<file path="src/rtl/sdf_pkg.sv">
// Package: shared types of the SD completion-flag unit.
// Assumes: nothing beyond IEEE 1800-2017.
package sdf_pkg;

    // Flag positions inside the status word; software decodes these.
    localparam int unsigned FLAG_RSP = 0;
    localparam int unsigned FLAG_ACC = 1;
    localparam int unsigned NFLAGS   = 2;

    // Early-termination kind of the open transfer.
    typedef enum logic [1:0] {
        TERM_NONE = 2'd0,
        TERM_STOP = 2'd1,
        TERM_IOAB = 2'd2
    } term_e;

    // Strobes from the sequencers, bundled for internal routing.
    typedef struct packed {
        logic rsp_rcvd;
        logic rsp_r1b;
        logic norsp_cmd;
        logic busy_rel;
        logic crc_tok;
        logic buf_rd_done;
        logic stop_rsp;
        logic c52_rsp;
        logic sw_stop;
        logic io_abort;
        logic kill;
    } sdf_ev_t;

endpackage

</file>
<file path="src/rtl/sdf_sticky_flag.sv">
// Module: one software-visible sticky flag.
// Sets on set_i; clears when a register write carries 0 for this bit.
// Assumes: set has priority over clear in the same cycle.
module sdf_sticky_flag (
    input  logic clk,
    input  logic rst_n,
    input  logic set_i,
    input  logic clr_i,
    output logic flag_o
);
    logic flag_q;

    // Hold, set or clear the flag; set wins over clear.
    always_ff @(posedge clk) begin
        if (!rst_n) begin
            flag_q <= 1'b0;
        end else if (set_i) begin
            flag_q <= 1'b1;
        end else if (clr_i) begin
            flag_q <= 1'b0;
        end
    end

    assign flag_o = flag_q;
endmodule

</file>
<file path="src/rtl/sdf_rsp_track.sv">
// Module: decides when the command sequence has ended (response-end).
// Tracks a pending busy-signalling response until busy is released.
// Assumes: strobes are one cycle wide; kill = error or timeout.
module sdf_rsp_track
    import sdf_pkg::*;
(
    input  logic    clk,
    input  logic    rst_n,
    input  sdf_ev_t ev_i,
    input  logic    c52_busy_en_i,
    input  logic    multi_open_i,
    output logic    rsp_set_o
);
    logic r1b_wait_q;
    logic r1b_wait_d;
    logic plain_rsp;
    logic busy_done;
    logic c52_hit;

    // Classify the strobes that end a command sequence.
    always_comb begin
        plain_rsp = ev_i.rsp_rcvd && !ev_i.rsp_r1b;
        busy_done = ev_i.busy_rel && r1b_wait_q;
        c52_hit   = ev_i.c52_rsp && c52_busy_en_i && multi_open_i;
        rsp_set_o = ev_i.kill || plain_rsp || ev_i.norsp_cmd
                  || busy_done || c52_hit;
    end

    // Next value of the pending busy-signalling response marker.
    always_comb begin
        r1b_wait_d = r1b_wait_q;
        if (ev_i.kill) begin
            r1b_wait_d = 1'b0;
        end else if (ev_i.rsp_rcvd && ev_i.rsp_r1b) begin
            r1b_wait_d = 1'b1;
        end else if (busy_done) begin
            r1b_wait_d = 1'b0;
        end
    end

    // Register the pending marker.
    always_ff @(posedge clk) begin
        if (!rst_n) begin
            r1b_wait_q <= 1'b0;
        end else begin
            r1b_wait_q <= r1b_wait_d;
        end
    end
endmodule

</file>
<file path="src/rtl/sdf_xfer_track.sv">
// Module: follows one data transfer and decides when it has ended
// (access-end). Keeps direction, block mode, automatic-stop mode, the
// remaining block count and any stop or I/O-abort request.
// Assumes: xfer_start opens a transfer and wins over other strobes in
// the same cycle, except kill; a multi-block count is at least 1.
module sdf_xfer_track
    import sdf_pkg::*;
#(
    parameter int unsigned BLK_W = 16
) (
    input  logic             clk,
    input  logic             rst_n,
    input  logic             start_i,
    input  logic             write_i,
    input  logic             multi_i,
    input  logic             auto_i,
    input  logic [BLK_W-1:0] blocks_i,
    input  sdf_ev_t          ev_i,
    output logic             acc_set_o,
    output logic             open_o,
    output logic             multi_open_o
);
    localparam logic [BLK_W-1:0] ONE_BLK = BLK_W'(1);

    logic             open_q,    open_d;
    logic             wr_q,      wr_d;
    logic             multi_q,   multi_d;
    logic             auto_q,    auto_d;
    logic [BLK_W-1:0] remain_q,  remain_d;
    term_e            term_q,    term_d;
    logic             crc_q,     crc_d;
    logic             data_q,    data_d;
    logic             stop_q,    stop_d;
    logic             sbusy_q,   sbusy_d;

    logic is_last;
    logic auto_multi;
    logic finish;
    logic rd_last;
    logic wr_blk_done;

    // Decode context conditions shared by several branches.
    always_comb begin
        is_last     = !multi_q || (remain_q == ONE_BLK);
        auto_multi  = multi_q && auto_q;
        rd_last     = ev_i.buf_rd_done && is_last && !data_q;
        wr_blk_done = ev_i.busy_rel && crc_q;
    end

    // Next-state and completion decision of the open transfer.
    always_comb begin
        open_d   = open_q;
        wr_d     = wr_q;
        multi_d  = multi_q;
        auto_d   = auto_q;
        remain_d = remain_q;
        term_d   = term_q;
        crc_d    = crc_q;
        data_d   = data_q;
        stop_d   = stop_q;
        sbusy_d  = sbusy_q;
        finish   = 1'b0;

        if (ev_i.kill) begin
            open_d = 1'b0;
        end else if (start_i) begin
            open_d   = 1'b1;
            wr_d     = write_i;
            multi_d  = multi_i;
            auto_d   = auto_i;
            remain_d = multi_i ? blocks_i : ONE_BLK;
            term_d   = TERM_NONE;
            crc_d    = 1'b0;
            data_d   = 1'b0;
            stop_d   = 1'b0;
            sbusy_d  = 1'b0;
        end else if (open_q) begin
            unique case (term_q)
                TERM_IOAB: begin
                    finish = ev_i.c52_rsp;
                end
                TERM_STOP: begin
                    if (!wr_q) begin
                        finish = ev_i.stop_rsp;
                    end else begin
                        if (ev_i.stop_rsp) begin
                            sbusy_d = 1'b1;
                        end
                        finish = ev_i.busy_rel && sbusy_q;
                    end
                end
                default: begin
                    if (ev_i.sw_stop && auto_multi) begin
                        term_d  = TERM_STOP;
                        sbusy_d = 1'b0;
                    end else if (ev_i.io_abort && multi_q) begin
                        term_d = TERM_IOAB;
                    end else if (!wr_q) begin
                        // Read: count buffer reads, then maybe the stop response.
                        if (ev_i.buf_rd_done && !is_last) begin
                            remain_d = remain_q - ONE_BLK;
                        end
                        if (auto_multi) begin
                            if (rd_last) begin
                                data_d = 1'b1;
                            end
                            if (ev_i.stop_rsp) begin
                                stop_d = 1'b1;
                            end
                            finish = (data_q || rd_last)
                                  && (stop_q || ev_i.stop_rsp);
                        end else begin
                            finish = rd_last;
                        end
                    end else begin
                        // Write: token then busy per block, then maybe the stop.
                        if (ev_i.crc_tok) begin
                            crc_d = 1'b1;
                        end
                        if (wr_blk_done) begin
                            crc_d = 1'b0;
                            if (!is_last) begin
                                remain_d = remain_q - ONE_BLK;
                            end else if (auto_multi) begin
                                data_d = 1'b1;
                            end else begin
                                finish = 1'b1;
                            end
                        end
                        if (auto_multi && data_q) begin
                            if (ev_i.stop_rsp) begin
                                sbusy_d = 1'b1;
                            end
                            finish = ev_i.busy_rel && sbusy_q;
                        end
                    end
                end
            endcase
            if (finish) begin
                open_d = 1'b0;
            end
        end
        acc_set_o = ev_i.kill || finish;
    end

    // Register the transfer context.
    always_ff @(posedge clk) begin
        if (!rst_n) begin
            open_q   <= 1'b0;
            wr_q     <= 1'b0;
            multi_q  <= 1'b0;
            auto_q   <= 1'b0;
            remain_q <= '0;
            term_q   <= TERM_NONE;
            crc_q    <= 1'b0;
            data_q   <= 1'b0;
            stop_q   <= 1'b0;
            sbusy_q  <= 1'b0;
        end else begin
            open_q   <= open_d;
            wr_q     <= wr_d;
            multi_q  <= multi_d;
            auto_q   <= auto_d;
            remain_q <= remain_d;
            term_q   <= term_d;
            crc_q    <= crc_d;
            data_q   <= data_d;
            stop_q   <= stop_d;
            sbusy_q  <= sbusy_d;
        end
    end

    assign open_o       = open_q;
    assign multi_open_o = open_q && multi_q;
endmodule

</file>
<file path="src/rtl/sd_done_flags.sv">
// Module: top of the SD completion-flag unit. Bundles the sequencer
// strobes, runs the command and transfer trackers, and holds the two
// sticky flags that software reads and clears by writing zero.
// Assumes: all strobes are synchronous to clk and one cycle wide.
module sd_done_flags
    import sdf_pkg::*;
#(
    parameter int unsigned BLK_W = 16
) (
    input  logic             clk,
    input  logic             rst_n,
    input  logic             xfer_start,
    input  logic             xfer_write,
    input  logic             xfer_multi,
    input  logic             xfer_auto_stop,
    input  logic [BLK_W-1:0] xfer_blocks,
    input  logic             ev_rsp_rcvd,
    input  logic             ev_rsp_r1b,
    input  logic             ev_norsp_cmd,
    input  logic             ev_busy_rel,
    input  logic             ev_crc_tok,
    input  logic             ev_buf_rd_done,
    input  logic             ev_stop_rsp,
    input  logic             ev_c52_rsp,
    input  logic             c52_busy_en,
    input  logic             sw_stop_req,
    input  logic             io_abort_req,
    input  logic             ev_err,
    input  logic             ev_tmo,
    input  logic             reg_wr,
    input  logic [NFLAGS-1:0] reg_wdata,
    output logic [NFLAGS-1:0] reg_rdata
);
    sdf_ev_t           ev;
    logic              rsp_set;
    logic              acc_set;
    logic              xfer_open;
    logic              multi_open;
    logic [NFLAGS-1:0] set_vec;

    // Bundle the sequencer strobes.
    always_comb begin
        ev.rsp_rcvd    = ev_rsp_rcvd;
        ev.rsp_r1b     = ev_rsp_r1b;
        ev.norsp_cmd   = ev_norsp_cmd;
        ev.busy_rel    = ev_busy_rel;
        ev.crc_tok     = ev_crc_tok;
        ev.buf_rd_done = ev_buf_rd_done;
        ev.stop_rsp    = ev_stop_rsp;
        ev.c52_rsp     = ev_c52_rsp;
        ev.sw_stop     = sw_stop_req;
        ev.io_abort    = io_abort_req;
        ev.kill        = ev_err || ev_tmo;
    end

    sdf_rsp_track u_rsp (
        .clk           (clk),
        .rst_n         (rst_n),
        .ev_i          (ev),
        .c52_busy_en_i (c52_busy_en),
        .multi_open_i  (multi_open),
        .rsp_set_o     (rsp_set)
    );

    sdf_xfer_track #(.BLK_W(BLK_W)) u_xfer (
        .clk          (clk),
        .rst_n        (rst_n),
        .start_i      (xfer_start),
        .write_i      (xfer_write),
        .multi_i      (xfer_multi),
        .auto_i       (xfer_auto_stop),
        .blocks_i     (xfer_blocks),
        .ev_i         (ev),
        .acc_set_o    (acc_set),
        .open_o       (xfer_open),
        .multi_open_o (multi_open)
    );

    // Place each set request at its flag position.
    always_comb begin
        set_vec           = '0;
        set_vec[FLAG_RSP] = rsp_set;
        set_vec[FLAG_ACC] = acc_set;
    end

    for (genvar gi = 0; gi < NFLAGS; gi++) begin : g_flag
        sdf_sticky_flag u_flag (
            .clk    (clk),
            .rst_n  (rst_n),
            .set_i  (set_vec[gi]),
            .clr_i  (reg_wr && !reg_wdata[gi]),
            .flag_o (reg_rdata[gi])
        );
    end
endmodule

</file>
<file path="config.mk">
export PLATFORM = sky130hd
export DESIGN_NAME = sd_done_flags
export DESIGN_NICKNAME = d
export VERILOG_FILES = /design/src/rtl/sdf_pkg.sv /design/src/rtl/sdf_sticky_flag.sv /design/src/rtl/sdf_rsp_track.sv /design/src/rtl/sdf_xfer_track.sv /design/src/rtl/sd_done_flags.sv
export SDC_FILE = /design/constraint.sdc
export NUM_CORES = 1
export LEC_CHECK = 0
export ABC_AREA = 1
export CAP_MARGIN = 5
export CORE_ASPECT_RATIO = 1.75
export CORE_MARGIN = 2
export CORE_UTILIZATION = 55
export DETAILED_ROUTE_END_ITERATION = 8
export GPL_ROUTABILITY_DRIVEN = 0
export PLACE_DENSITY = 0.95
export SYNTH_ARGS = -nofsm -noshare
export SYNTH_HDL_FRONTEND = slang
export SYNTH_SLANG_ARGS = --single-unit
</file>
<file path="constraint.sdc">
create_clock -name clk -period 4.7 [get_ports clk]
set_clock_uncertainty 0.05 [all_clocks]
set_input_delay 0.94 -clock clk [delete_from_list [all_inputs] [get_ports clk]]
set_output_delay 0.94 -clock clk [all_outputs]
set_load 0.05 [all_outputs]
</file>
==> impl_summary.log <==
INFO  metric outcome = finished, final reports clean
INFO  metric start_util = between 50% and 60%
INFO  metric vias_per_cell = approximately 5.4
INFO  metric wirelength = about 5400 µm
INFO  metric die_area = a little over 4000 µm²
INFO  metric crit_cells = 9
INFO  metric report.final.setup_viol = 0
INFO  metric cp.arrival = between 3 and 4 ns
INFO  metric cp_top_family = buffers and inverters
INFO  metric power_leakage = 1.211 nW
INFO  metric adder_cell_fraction_of_synth_area = roughly 2.5%
INFO  metric path_class = input port to flop
INFO  metric wire_length_of_the_first_global_routing_pass = 9225 µm
INFO  metric clock_sink_count = 29
INFO  metric synth_compound_gate_area_share = approximately 15%
INFO  metric timing_worst_slew_pin_value = 0.6342 ns
INFO  metric final_antenna_net_count = 0
INFO  metric design.core.area = between 3000 and 4000 µm²
INFO  metric post-route-period-util = between 60 and 70%
INFO  metric grt_start_max_net_pins = 27
INFO  metric part_of_the_power_in_the_clock_network = between 30 and 40%
INFO  metric grt_antenna_before_repair = 0
INFO  metric swShare = a little under a third
INFO  metric avgRoutedWirePerCell = 13.02 µm
INFO  metric final_hold_viol_count = 0
INFO  metric timing.critical_path.required = slightly below 5 ns
INFO  metric timing.critical_path.to = u_xfer.remain_q[0]
INFO  metric r2r_slack = between 2 and 3 ns
INFO  metric global_route.usage.total = about 29%
INFO  metric startpoint_type = input port
INFO  metric timing.reg2reg.worst_path_depth = 10
INFO  metric crit-reg2reg-launch = u_xfer.term_q[0]
INFO  metric grt_pass1_vias = between 2,000 and 2,500
INFO  metric crit-reg2reg-capture = u_xfer.remain_q[0]
INFO  metric vias = approximately 2,200
INFO  metric p_comb_share = roughly a quarter
INFO  metric path_clk_slew = 0.06 ns
INFO  metric total_power = 641.3 µW
INFO  metric synth.distinct_cells = 30
INFO  metric count_of_filler_cells_inserted_in_the_layout = between 200 and 300
INFO  metric yosys-mux-area-fraction = 0%
INFO  metric fmax = 328.2 MHz
INFO  metric synth_simple_gate_area_share = between 30% and 40%
INFO  metric period_needed = 3.047 ns
INFO  metric critical_path.endpoint_type = flop
INFO  metric grt-ovfl-total = 0
INFO  metric drt_first_pass_iters = 4
INFO  metric crit_path_max_fanout = 26
INFO  metric setup.worst_path.start = xfer_start
INFO  metric finalNetCount = 410
INFO  metric final_worst_hold_slack = ~0.42 ns
INFO  metric worstPathCellList = clkdlybuf4s50_1 -> inv_2 -> nand2_1 -> nor2_1 -> a211oi_4 -> nand2_4 -> inv_1 -> nor2_1 -> nor2_1
INFO  metric ys_warn_count = 0
INFO  metric hold_path_class = flop to flop
INFO  metric synthesis.area_per_instance = ~6.0 µm²
INFO  metric die_width = a little under 50 µm
INFO  metric seq_area_frac_synth = around 29%
INFO  metric slew-limit-headroom = between 50 and 60%
INFO  metric fin_tns_setup = 0 ns
INFO  metric most_prevalent_standard_cell_on_the_critical_path = sky130_fd_sc_hd__nor2_1
INFO  metric number_of_h_tree_levels = 2
INFO  metric synth_top_family_by_area = simple AND/OR/NAND/NOR gates
INFO  metric synthesis_stage_register_bit_count = 29
INFO  metric insertion_delay = a little under 0.3 ns
INFO  metric dieHeight = ~83 µm
INFO  metric cts.repair.resized = 0
INFO  metric boundaryPins = 40
INFO  metric p_sw = about 200 µW
INFO  metric tritoncts.num_buffers = 5
INFO  metric max-clock-path-buffers = 2
INFO  metric detailed_route_drc_error_count = 0
INFO  metric cts-root-buf = sky130_fd_sc_hd__clkbuf_8
INFO  metric cts_tree = yes
INFO  metric area_growth_syn_to_layout = 24.37%
INFO  metric insertedDiodeCount = 0
INFO  metric pwrdens = about 260 nW/µm²
INFO  metric cp.buffers_inverters = 3
INFO  metric synth_fp_nets = 372
INFO  metric maxSlewViolCount = 0
INFO  metric grt_setup_unrepaired = no
INFO  metric maxCapViolations = 0
INFO  metric synth_area = about 2000 µm²
INFO  metric port_buffers = 39
INFO  metric postSynthCellCount = 330
INFO  metric cellInternalPower = around 440 µW
INFO  metric fp-row-count = 28
INFO  metric delay_of_the_slowest_cell_on_the_worst_path = roughly 0.9 ns
INFO  metric relative_contribution_of_sequential_cells_to_total_power = roughly two fifths
INFO  metric slowest_stage = sky130_fd_sc_hd__clkdlybuf4s50_1
INFO  metric peakVddDrop = 224.1 µV
INFO  metric detailed_place_hpwl = 4056 µm
INFO  metric first_iter_violations = 76
INFO  metric holdBufCountCts = 0
INFO  metric postCtsSetupRepairBufs = 0
INFO  metric synth_xor_area_share = around 2.2%
INFO  metric layout-drive-gt1-share = under 10%
-- through the flow --
stage          setup slack, ns  area [µm²]  instances  utilization [%]
2_1_floorplan            2.477        1982        330                -
4_1_cts                  1.713        2465        413            72.53
6_report                 1.653        2465        413            72.53
3_3_place_gp             1.480        2379        406            69.99
5_1_grt                  1.504        2465        413            72.53
3_5_place_dp             1.419        2379        406            69.99
-- cell type report --
cell class | instances | area (µm²) | share of cell area [%]
clock buffers | 7 | 86.33 | 3.503
well taps | 45 | 56.30 | 2.284
multi-input cells | 245 | 1167 | 47.36
repair buffers | 40 | 397.9 | 16.14
inverters | 47 | 176.4 | 7.157
flip-flops and latches | 29 | 580.6 | 23.55
-- worst min path at each step --
stage                     depth (start not counted)           from             to  slack [ns]
after floorplan                                   2  u_xfer.stop_q  u_xfer.stop_q        0.38
after global placement                            2  u_xfer.stop_q  u_xfer.stop_q        0.40
after detailed placement                          2  u_xfer.stop_q  u_xfer.stop_q        0.42
after CTS                                         2  u_xfer.stop_q  u_xfer.stop_q        0.42
after global routing                              2  u_xfer.stop_q  u_xfer.stop_q        0.45
final                                             2  u_xfer.stop_q  u_xfer.stop_q        0.42
-- cell usage after synthesis (all sizes together) --
library cell	instances	area [µm²]
a211oi	1	20.02
a21oi	19	95.09
a221oi	1	8.760
a22o	3	26.28
a22oi	2	15.01
a31oi	2	12.51
buf	5	42.53
clkbuf	4	15.01
dfxtp	29	580.6
ha	4	50.05
inv	47	176.4
nand2	92	372.9
nand3	15	75.07
nand4	6	37.54
nor2	67	254.0
nor3	5	30.03
nor3b	1	7.510
o2111ai	1	8.760
o21a	1	7.510
o21ai	19	95.09
o21bai	1	7.510
xor2	5	43.79
-- worst register-to-register path, cell delays in order (launching register included) --
cell and delay (ns):
sky130_fd_sc_hd__dfxtp_1 0.36, sky130_fd_sc_hd__inv_1 0.06, sky130_fd_sc_hd__ha_1 0.29, sky130_fd_sc_hd__nand3_1 0.09
sky130_fd_sc_hd__nand2_2 0.11, sky130_fd_sc_hd__nand2_2 0.09, sky130_fd_sc_hd__a211oi_4 0.30, sky130_fd_sc_hd__nand2_4 0.24
sky130_fd_sc_hd__inv_1 0.14, sky130_fd_sc_hd__nor2_1 0.06, sky130_fd_sc_hd__nor2_1 0.11
-- per-layer routing --
metal / GRT usage, % / routed length [µm] / up-vias
met1: 25.96 / 1876 / 997
met4: 21.72 / 321 / 0
li1: - / - / 1111
met3: 5.036 / 229 / 27
met5: 0 / 0 / -
met2: 54.79 / 2951 / 94
-- kinds of logic after synthesis --
group,count (synthesis)
simple gates,186
buf+inv,56
compound gates,50
flops,29
xor+xnor,5
fa+ha+maj,4
-- flip-flops by register name, summed over array words and instances (netlist names) --
| register | cells |
|---|---|
| u_xfer.open_o | 1 |
| u_rsp.r1b_wait_q | 1 |
| u_xfer.sbusy_q | 1 |
| u_xfer.data_q | 1 |
| u_xfer.stop_q | 1 |
| u_xfer.term_q | 2 |
| u_xfer.auto_q | 1 |
| u_xfer.crc_q | 1 |
| u_xfer.wr_q | 1 |
| g_flag.u_flag.flag_o | 2 |
| u_xfer.remain_q | 16 |
| u_xfer.multi_q | 1 |
-- placed cells by master, fill, tap and decap left out, drive strengths merged, types with 6 or more instances in the layout --
cell type      synthesis  final
nand4                  6      6
dfxtp                 29     29
o21ai                 19     19
nand3                 15     15
nand2                 92     92
nor2                  67     67
a21oi                 19     19
inv                   47     47
clkbuf                 4      7
clkdlybuf4s50          0     39
-- power groups by stage --
stage	Combinational (mW)	Sequential (mW)	Clock, mW
finish	0.161	0.263	0.218
global route	0.181	0.264	0.227
CTS	0.160	0.263	0.220
detailed placement	0.157	0.268	0
global placement	0.154	0.268	0
floorplan	0.103	0.266	0
No activity file was read; power rests on OpenSTA's default activity.
